<file path="src/rtl/abt_pkg.sv">
package abt_pkg;

  typedef enum logic {
    ACC_READ  = 1'b0,
    ACC_WRITE = 1'b1
  } acc_op_e;

  // Per-element status record (owner ID kept separately: its width is a parameter)
  typedef struct packed {
    logic seen;   // owner field is filled
    logic ronly;  // no write observed yet
    logic solo;   // only the owner has touched the element
  } abits_t;

  function automatic abits_t abits_init();
    abits_t b;
    b.seen  = 1'b0;
    b.ronly = 1'b1;
    b.solo  = 1'b1;
    return b;
  endfunction

  // New record from the old one and the classification of the access
  function automatic abits_t abits_next(abits_t cur, logic same_owner, acc_op_e op);
    abits_t n;
    n       = cur;
    n.seen  = 1'b1;
    if (cur.seen && !same_owner) n.solo = 1'b0;
    if (op == ACC_WRITE) n.ronly = 1'b0;
    return n;
  endfunction

  // Element is neither read-only nor private to one processor
  function automatic logic abits_conflict(abits_t b);
    return !b.ronly && !b.solo;
  endfunction

endpackage

</file>
<file path="src/rtl/abt_table.sv">
module abt_table #(
  parameter int NUM_ELEM = 16,
  parameter int PID_W    = 3,
  localparam int IDX_W   = $clog2(NUM_ELEM)
) (
  input  logic                 clk,
  input  logic                 rst_n,
  input  logic                 clr,
  input  logic [IDX_W-1:0]     rd_idx,
  output abt_pkg::abits_t      rd_bits,
  output logic [PID_W-1:0]     rd_owner,
  input  logic                 wr_en,
  input  logic [IDX_W-1:0]     wr_idx,
  input  abt_pkg::abits_t      wr_bits,
  input  logic [PID_W-1:0]     wr_owner
);
  import abt_pkg::*;

  abits_t           bits_q  [NUM_ELEM];
  logic [PID_W-1:0] owner_q [NUM_ELEM];

  for (genvar gi = 0; gi < NUM_ELEM; gi++) begin : g_elem
    logic hit;
    assign hit = wr_en && (wr_idx == IDX_W'(gi));

    always_ff @(posedge clk or negedge rst_n) begin
      if (!rst_n) begin
        bits_q[gi]  <= abits_init();
        owner_q[gi] <= '0;
      end else if (clr) begin
        bits_q[gi]  <= abits_init();
        owner_q[gi] <= '0;
      end else if (hit) begin
        bits_q[gi]  <= wr_bits;
        owner_q[gi] <= wr_owner;
      end
    end
  end

  assign rd_bits  = bits_q[rd_idx];
  assign rd_owner = owner_q[rd_idx];

endmodule

</file>
<file path="src/rtl/abt_update.sv">
module abt_update #(
  parameter int PID_W = 3
) (
  input  abt_pkg::abits_t   cur_bits,
  input  logic [PID_W-1:0]  cur_owner,
  input  logic              op,
  input  logic [PID_W-1:0]  pid,
  output abt_pkg::abits_t   nxt_bits,
  output logic [PID_W-1:0]  nxt_owner,
  output logic              fresh,
  output logic              owner_match,
  output logic              conflict
);
  import abt_pkg::*;

  always_comb begin
    fresh       = !cur_bits.seen;
    owner_match = (cur_owner == pid);
    nxt_bits    = abits_next(cur_bits, owner_match, acc_op_e'(op));
    nxt_owner   = fresh ? pid : cur_owner;
    conflict    = abits_conflict(nxt_bits);
  end

endmodule

</file>
<file path="src/rtl/abt_result.sv">
module abt_result #(
  parameter int PID_W = 3
) (
  input  logic              clk,
  input  logic              rst_n,
  input  logic              clr,
  input  logic              take,
  input  abt_pkg::abits_t   nxt_bits,
  input  logic [PID_W-1:0]  nxt_owner,
  input  logic              conflict,
  output logic              rsp_valid,
  output logic              rsp_ronly,
  output logic              rsp_solo,
  output logic [PID_W-1:0]  rsp_first_pid,
  output logic              rsp_conflict,
  output logic              fail_flag
);

  always_ff @(posedge clk or negedge rst_n) begin
    if (!rst_n) begin
      rsp_valid     <= 1'b0;
      rsp_ronly     <= 1'b1;
      rsp_solo      <= 1'b1;
      rsp_first_pid <= '0;
      rsp_conflict  <= 1'b0;
      fail_flag     <= 1'b0;
    end else if (clr) begin
      rsp_valid     <= 1'b0;
      rsp_conflict  <= 1'b0;
      fail_flag     <= 1'b0;
    end else begin
      rsp_valid <= take;
      if (take) begin
        rsp_ronly     <= nxt_bits.ronly;
        rsp_solo      <= nxt_bits.solo;
        rsp_first_pid <= nxt_owner;
        rsp_conflict  <= conflict;
        fail_flag     <= fail_flag | conflict;
      end
    end
  end

endmodule

</file>
<file path="src/rtl/access_bit_tracker.sv">
module access_bit_tracker #(
  parameter int NUM_ELEM = 16,
  parameter int PID_W    = 3,
  localparam int IDX_W   = $clog2(NUM_ELEM)
) (
  input  logic              clk,
  input  logic              rst_n,
  input  logic              clr,
  input  logic              acc_valid,
  input  logic              acc_op,
  input  logic [IDX_W-1:0]  acc_idx,
  input  logic [PID_W-1:0]  acc_pid,
  output logic              rsp_valid,
  output logic              rsp_ronly,
  output logic              rsp_solo,
  output logic [PID_W-1:0]  rsp_first_pid,
  output logic              rsp_conflict,
  output logic              fail_flag
);
  import abt_pkg::*;

  // Named internal events, observed by the bound checker
  logic             take;
  logic             fresh;
  logic             owner_match;
  logic             upd_conflict;
  abits_t           cur_bits, nxt_bits;
  logic [PID_W-1:0] cur_owner, nxt_owner;

  assign take = acc_valid && !clr;

  abt_table #(.NUM_ELEM(NUM_ELEM), .PID_W(PID_W)) u_table (
    .clk      (clk),
    .rst_n    (rst_n),
    .clr      (clr),
    .rd_idx   (acc_idx),
    .rd_bits  (cur_bits),
    .rd_owner (cur_owner),
    .wr_en    (take),
    .wr_idx   (acc_idx),
    .wr_bits  (nxt_bits),
    .wr_owner (nxt_owner)
  );

  abt_update #(.PID_W(PID_W)) u_update (
    .cur_bits    (cur_bits),
    .cur_owner   (cur_owner),
    .op          (acc_op),
    .pid         (acc_pid),
    .nxt_bits    (nxt_bits),
    .nxt_owner   (nxt_owner),
    .fresh       (fresh),
    .owner_match (owner_match),
    .conflict    (upd_conflict)
  );

  abt_result #(.PID_W(PID_W)) u_result (
    .clk           (clk),
    .rst_n         (rst_n),
    .clr           (clr),
    .take          (take),
    .nxt_bits      (nxt_bits),
    .nxt_owner     (nxt_owner),
    .conflict      (upd_conflict),
    .rsp_valid     (rsp_valid),
    .rsp_ronly     (rsp_ronly),
    .rsp_solo      (rsp_solo),
    .rsp_first_pid (rsp_first_pid),
    .rsp_conflict  (rsp_conflict),
    .fail_flag     (fail_flag)
  );

endmodule

</file>
<file path="config.mk">
export PLATFORM = sky130hd
export DESIGN_NAME = access_bit_tracker
export DESIGN_NICKNAME = d
export VERILOG_FILES = /design/src/rtl/abt_pkg.sv /design/src/rtl/abt_table.sv /design/src/rtl/abt_update.sv /design/src/rtl/abt_result.sv /design/src/rtl/access_bit_tracker.sv
export SDC_FILE = /design/constraint.sdc
export NUM_CORES = 1
export LEC_CHECK = 0
export ABC_AREA = 1
export BUFFER_PORTS_ARGS = -buffer_cell sky130_fd_sc_hd__buf_2
export CELL_PAD_IN_SITES_DETAIL_PLACEMENT = 0
export CELL_PAD_IN_SITES_GLOBAL_PLACEMENT = 1
export CORE_ASPECT_RATIO = 1.75
export CORE_MARGIN = 2
export CORE_UTILIZATION = 42
export DETAILED_ROUTE_END_ITERATION = 16
export HOLD_SLACK_MARGIN = 0.12
export PLACE_DENSITY = 0.81
export SLEW_MARGIN = 40
export SYNTH_ARGS = -nofsm -noshare
export SYNTH_HDL_FRONTEND = slang
export SYNTH_SLANG_ARGS = --single-unit
</file>
<file path="constraint.sdc">
create_clock -name clk -period 1.5 [get_ports clk]
set_clock_uncertainty 0.1 [all_clocks]
set_input_delay 0.3 -clock clk [delete_from_list [all_inputs] [get_ports clk]]
set_output_delay 0.3 -clock clk [all_outputs]
set_load 0.01 [all_outputs]
</file>
==> run summary <==
The clock reaches the later pin of the worst-skew pair after 350 ps. The detailed-route wire length per cell came out at 16.2 um. The run finished, with violations left. The share of synthesized area in the top cell type comes to 34.5%. At the worst endpoint, the arrival time is 2020 ps.

For this run the aggregate overflow at the end of global routing stands at 0. Dividing the final minimum period by the clock period gives 122%. The synthesized area is 0.00508 mm^2, and the largest vdd supply drop is 0.000525 V.

The category of cells accounting for the largest share of critical-path delay was simple AND/OR/NAND/NOR gates. From bottom edge to top edge, the die measures 149 um. Yosys mapped the design onto 27 distinct sky130hd cell types. Number of vias per cell: 5.14. The layout cell share with drive strength beyond 1 came out at 36.3%. Routability-driven placement finished with a final weighted congestion of 0.896. Relative to the synthesized area, the layout overhead comes to 31.5%. The final critical-path required period is 1830 ps. For this block, the via count after detailed routing is 4536.

The storage element area was 0.00265 mm^2; the wire length of the first global-routing pass was 23100 um. Once the floorplan was initialized, standard cells occupied 42.6% of the core. At the placement stage, the worst setup path has a slack of -762 ps. The x dimension of the die works out to 87.1 um. Buffers inserted during clock tree synthesis total 9. In this run the mean area of a mapped cell was 8.01 um^2. During placement, the flow inserted port buffers numbering 19. For this run, design rule violations remaining after detail routing come to 0. The buffer levels on the longest clock path is 2.

TritonCTS built the clock tree. Counting both buffers and inverters, the worst setup path holds a total of 0. Counting every net in the synthesized netlist gives 646. The total power divided by cell area was 1060 mW/mm^2. Actual transition at the worst max-transition pin: 432 ps.

The total iterations of the first detailed-routing run is 6, and the number of antenna diodes is 0. Measured against its own limit, the worst slew margin works out to 71.2%. The library cells used most frequently in the layout, excluding fill and tap cells, are sky130_fd_sc_hd__nand2_1, sky130_fd_sc_hd__buf_4, sky130_fd_sc_hd__dfrtp_1. The setup path with the least slack is of type register to register.

For the number of antenna violations at the first check in global routing, the log shows 0. The root buffer cell chosen for the clock tree is sky130_fd_sc_hd__clkbuf_16. The die covers 0.0130 mm^2. The final count of negative-setup-slack endpoints was 87. The longest individual stage delay on the worst path was 390 ps; the maximum number of pins on one net before global-route repair was 77. Number of I/O pins: 20. The tree built by TritonCTS fans out to 104 sinks.

Timing would allow up to 548 MHz. The final-layout fill cell count is 1086. Across all hold checks on the routed design, the worst slack comes to 252 ps.

Path category of the worst min-delay check: primary input to register. After detailed routing, the total wire length is 14300 um. The tools report the nature of the critical path startpoint as a register. The number of placed instances, taps included, is 853. The run gives 0 as the count of pins over their slew limit. The number of register bits inferred by synthesis is 104. The clock transition at the registers of the reported paths came out at 70 ps. After the last flow step, the layout net total stands at 753.

Overall power consumption after layout is estimated at 0.00707 W. The endpoint type of the worst setup path is a register. The master of the slowest instance on the critical path was sky130_fd_sc_hd__dfrtp_1. Setup repair after global routing could not meet its margin everywhere.

The detail route stage leaves a number of antenna-violating nets equal to 0. By area the synthesized netlist is led by sky130_fd_sc_hd__dfrtp_1, sky130_fd_sc_hd__nand2_1, sky130_fd_sc_hd__dfstp_2. Traced cell by cell, the critical path runs through nand2_1 -> nand2_1 -> nand2_1 -> nand2_1 -> nand2_1 -> nand2_2 -> nor2_4 -> nor2_1 -> nor2_1 -> nand3_2 -> nand2_2 -> nand2_4 -> nand2_8 -> nand2_1 -> nand2_1.

The final reports fail on negative setup slack. For the via count of the first global-routing pass, the log shows 4636. The logs give 0.00235 mm^2 for the multi-input combinational cell area and 3 for the H-tree depth. Across the run, the number of max-cap violations was 0. Data on the critical path is required at its endpoint by 1700 ps. After synthesis, flip-flops and latches occupy 52.1% of the total area. The placeable core region was 0.0119 mm^2. The logs give 0 for the final hold violation count and -330 ps for the minimum setup slack among reg-to-reg paths. In this run the static leakage power is 3.32 nW.

For this run, the number of Yosys warnings is 0. The logs give -326 ps for the setup slack of the critical path after layout and 53 for the number of placement rows. Along the worst path, the maximum fanout reaches 8.

The post-synthesis instance total was 634; the overall fraction of global-route tracks in use was 23.2%. Counting stages on the worst path, the most repeated cell is sky130_fd_sc_hd__nand2_1. The biggest area consumer among synthesized cells is sky130_fd_sc_hd__dfrtp_1. The finished layout holds 883 standard cells, fillers aside. The violation count after the first detailed-route iteration is 332. The most frequent standard cell in the layout excluding fill and tap cells is sky130_fd_sc_hd__nand2_1. Detailed placement ended at an HPWL of 10100 um.
-- path summary, 6_finish.rpt --
check / start / endpoint / depth (start not counted)
max reg2reg: u_table.owner_q[16]$_DFFE_PN0P_ / u_table.bits_q[30]$_DFFE_PN1P_ / 15
min in group asynchronous: rst_n / u_table.bits_q[23]$_DFFE_PN0P_ / 3
max: u_table.owner_q[16]$_DFFE_PN0P_ / u_table.bits_q[30]$_DFFE_PN1P_ / 15
min: acc_idx[2] / u_table.bits_q[2]$_DFFE_PN0P_ / 4
min reg2reg: u_table.bits_q[21]$_DFFE_PN1P_ / u_table.bits_q[21]$_DFFE_PN1P_ / 2
max in group asynchronous: rst_n / u_result.rsp_solo$_DFFE_PN1P_ / 3
-- per-layer routing --
metal | GRT usage (%) | share of wire (%) | up-vias
li1 | - | - | 2235
met1 | 27.0 | 38 | 2194
met2 | 42.3 | 56 | 73
met3 | 3.03 | 2.2 | 34
met4 | 9.15 | 3.5 | 0
met5 | 0 | 0 | -
-- logic make-up after synthesis --
kind of cell / count (synthesis) / synth area share, %
buffers and inverters: 80 / 7.51
AOI/OAI and AO/OA: 113 / 13.3
and+or+nand+nor: 337 / 27.2
DFF: 104 / 52.1
-- cell usage after synthesis, drive strengths merged --
cell type / n
dfrtp: 70
o22ai: 18
nor2: 22
inv: 60
clkbuf: 3
nand2: 288
nand4: 3
clkinv: 2
o21ai: 91
buf: 15
dfstp: 34
a22oi: 4
nor3: 1
nand3: 23
-- sequential cells by signal (all words and copies together), names as in the netlist --
signal and cells:
u_result.rsp_first_pid 3, u_result.rsp_valid 1, u_result.fail_flag 1, u_table.bits_q 48
u_table.owner_q 48, u_result.rsp_conflict 1, u_result.rsp_solo 1, u_result.rsp_ronly 1
-- tightest hold or removal path: cells and delay by family --
family / cells / cell delay (ps)
and+or+nand+nor: 1 / 80
buffers and inverters: 2 / 220
AOI/OAI and AO/OA: 1 / 60
-- what timing repair did --
| item | in CTS | in global routing |
|---|---|---|
| hold buffers | 2 | 0 |
| pin swaps | 16 | 26 |
| cloned | 1 | 1 |
| buffers inserted | 11 | 6 |
| gates resized for setup | 66 | 52 |
| endpoints found under the setup margin | 87 | 88 |
| endpoints found under the hold margin | 71 | 0 |
-- metrics by stage --
stage,cell area [um^2],setup TNS [ps],util (%)
2_1_floorplan,5130,-16970,-
3_3_place_gp,5870,-56630,49.2
3_5_place_dp,5870,-60540,49.2
4_1_cts,6500,-16050,54.4
5_1_grt,6680,-26080,55.9
6_report,6680,-18800,55.9
-- power by group --
| group | internal [W] | switching (W) |
|---|---|---|
| clock network | 0.00131 | 0.00111 |
| registers | 0.00316 | 0.000137 |
| logic | 0.000540 | 0.000807 |
-- layout make-up --
type / count / area share (%)
multi-input cells: 451 / 35.3
flip-flops and latches: 104 / 39.6
repair buffers: 113 / 14.3
inverters: 62 / 3.71
well taps: 137 / 2.57
clock buffers: 9 / 3.37
clock inverters: 7 / 1.16
Note: power is estimated with default switching activity, not from simulation.
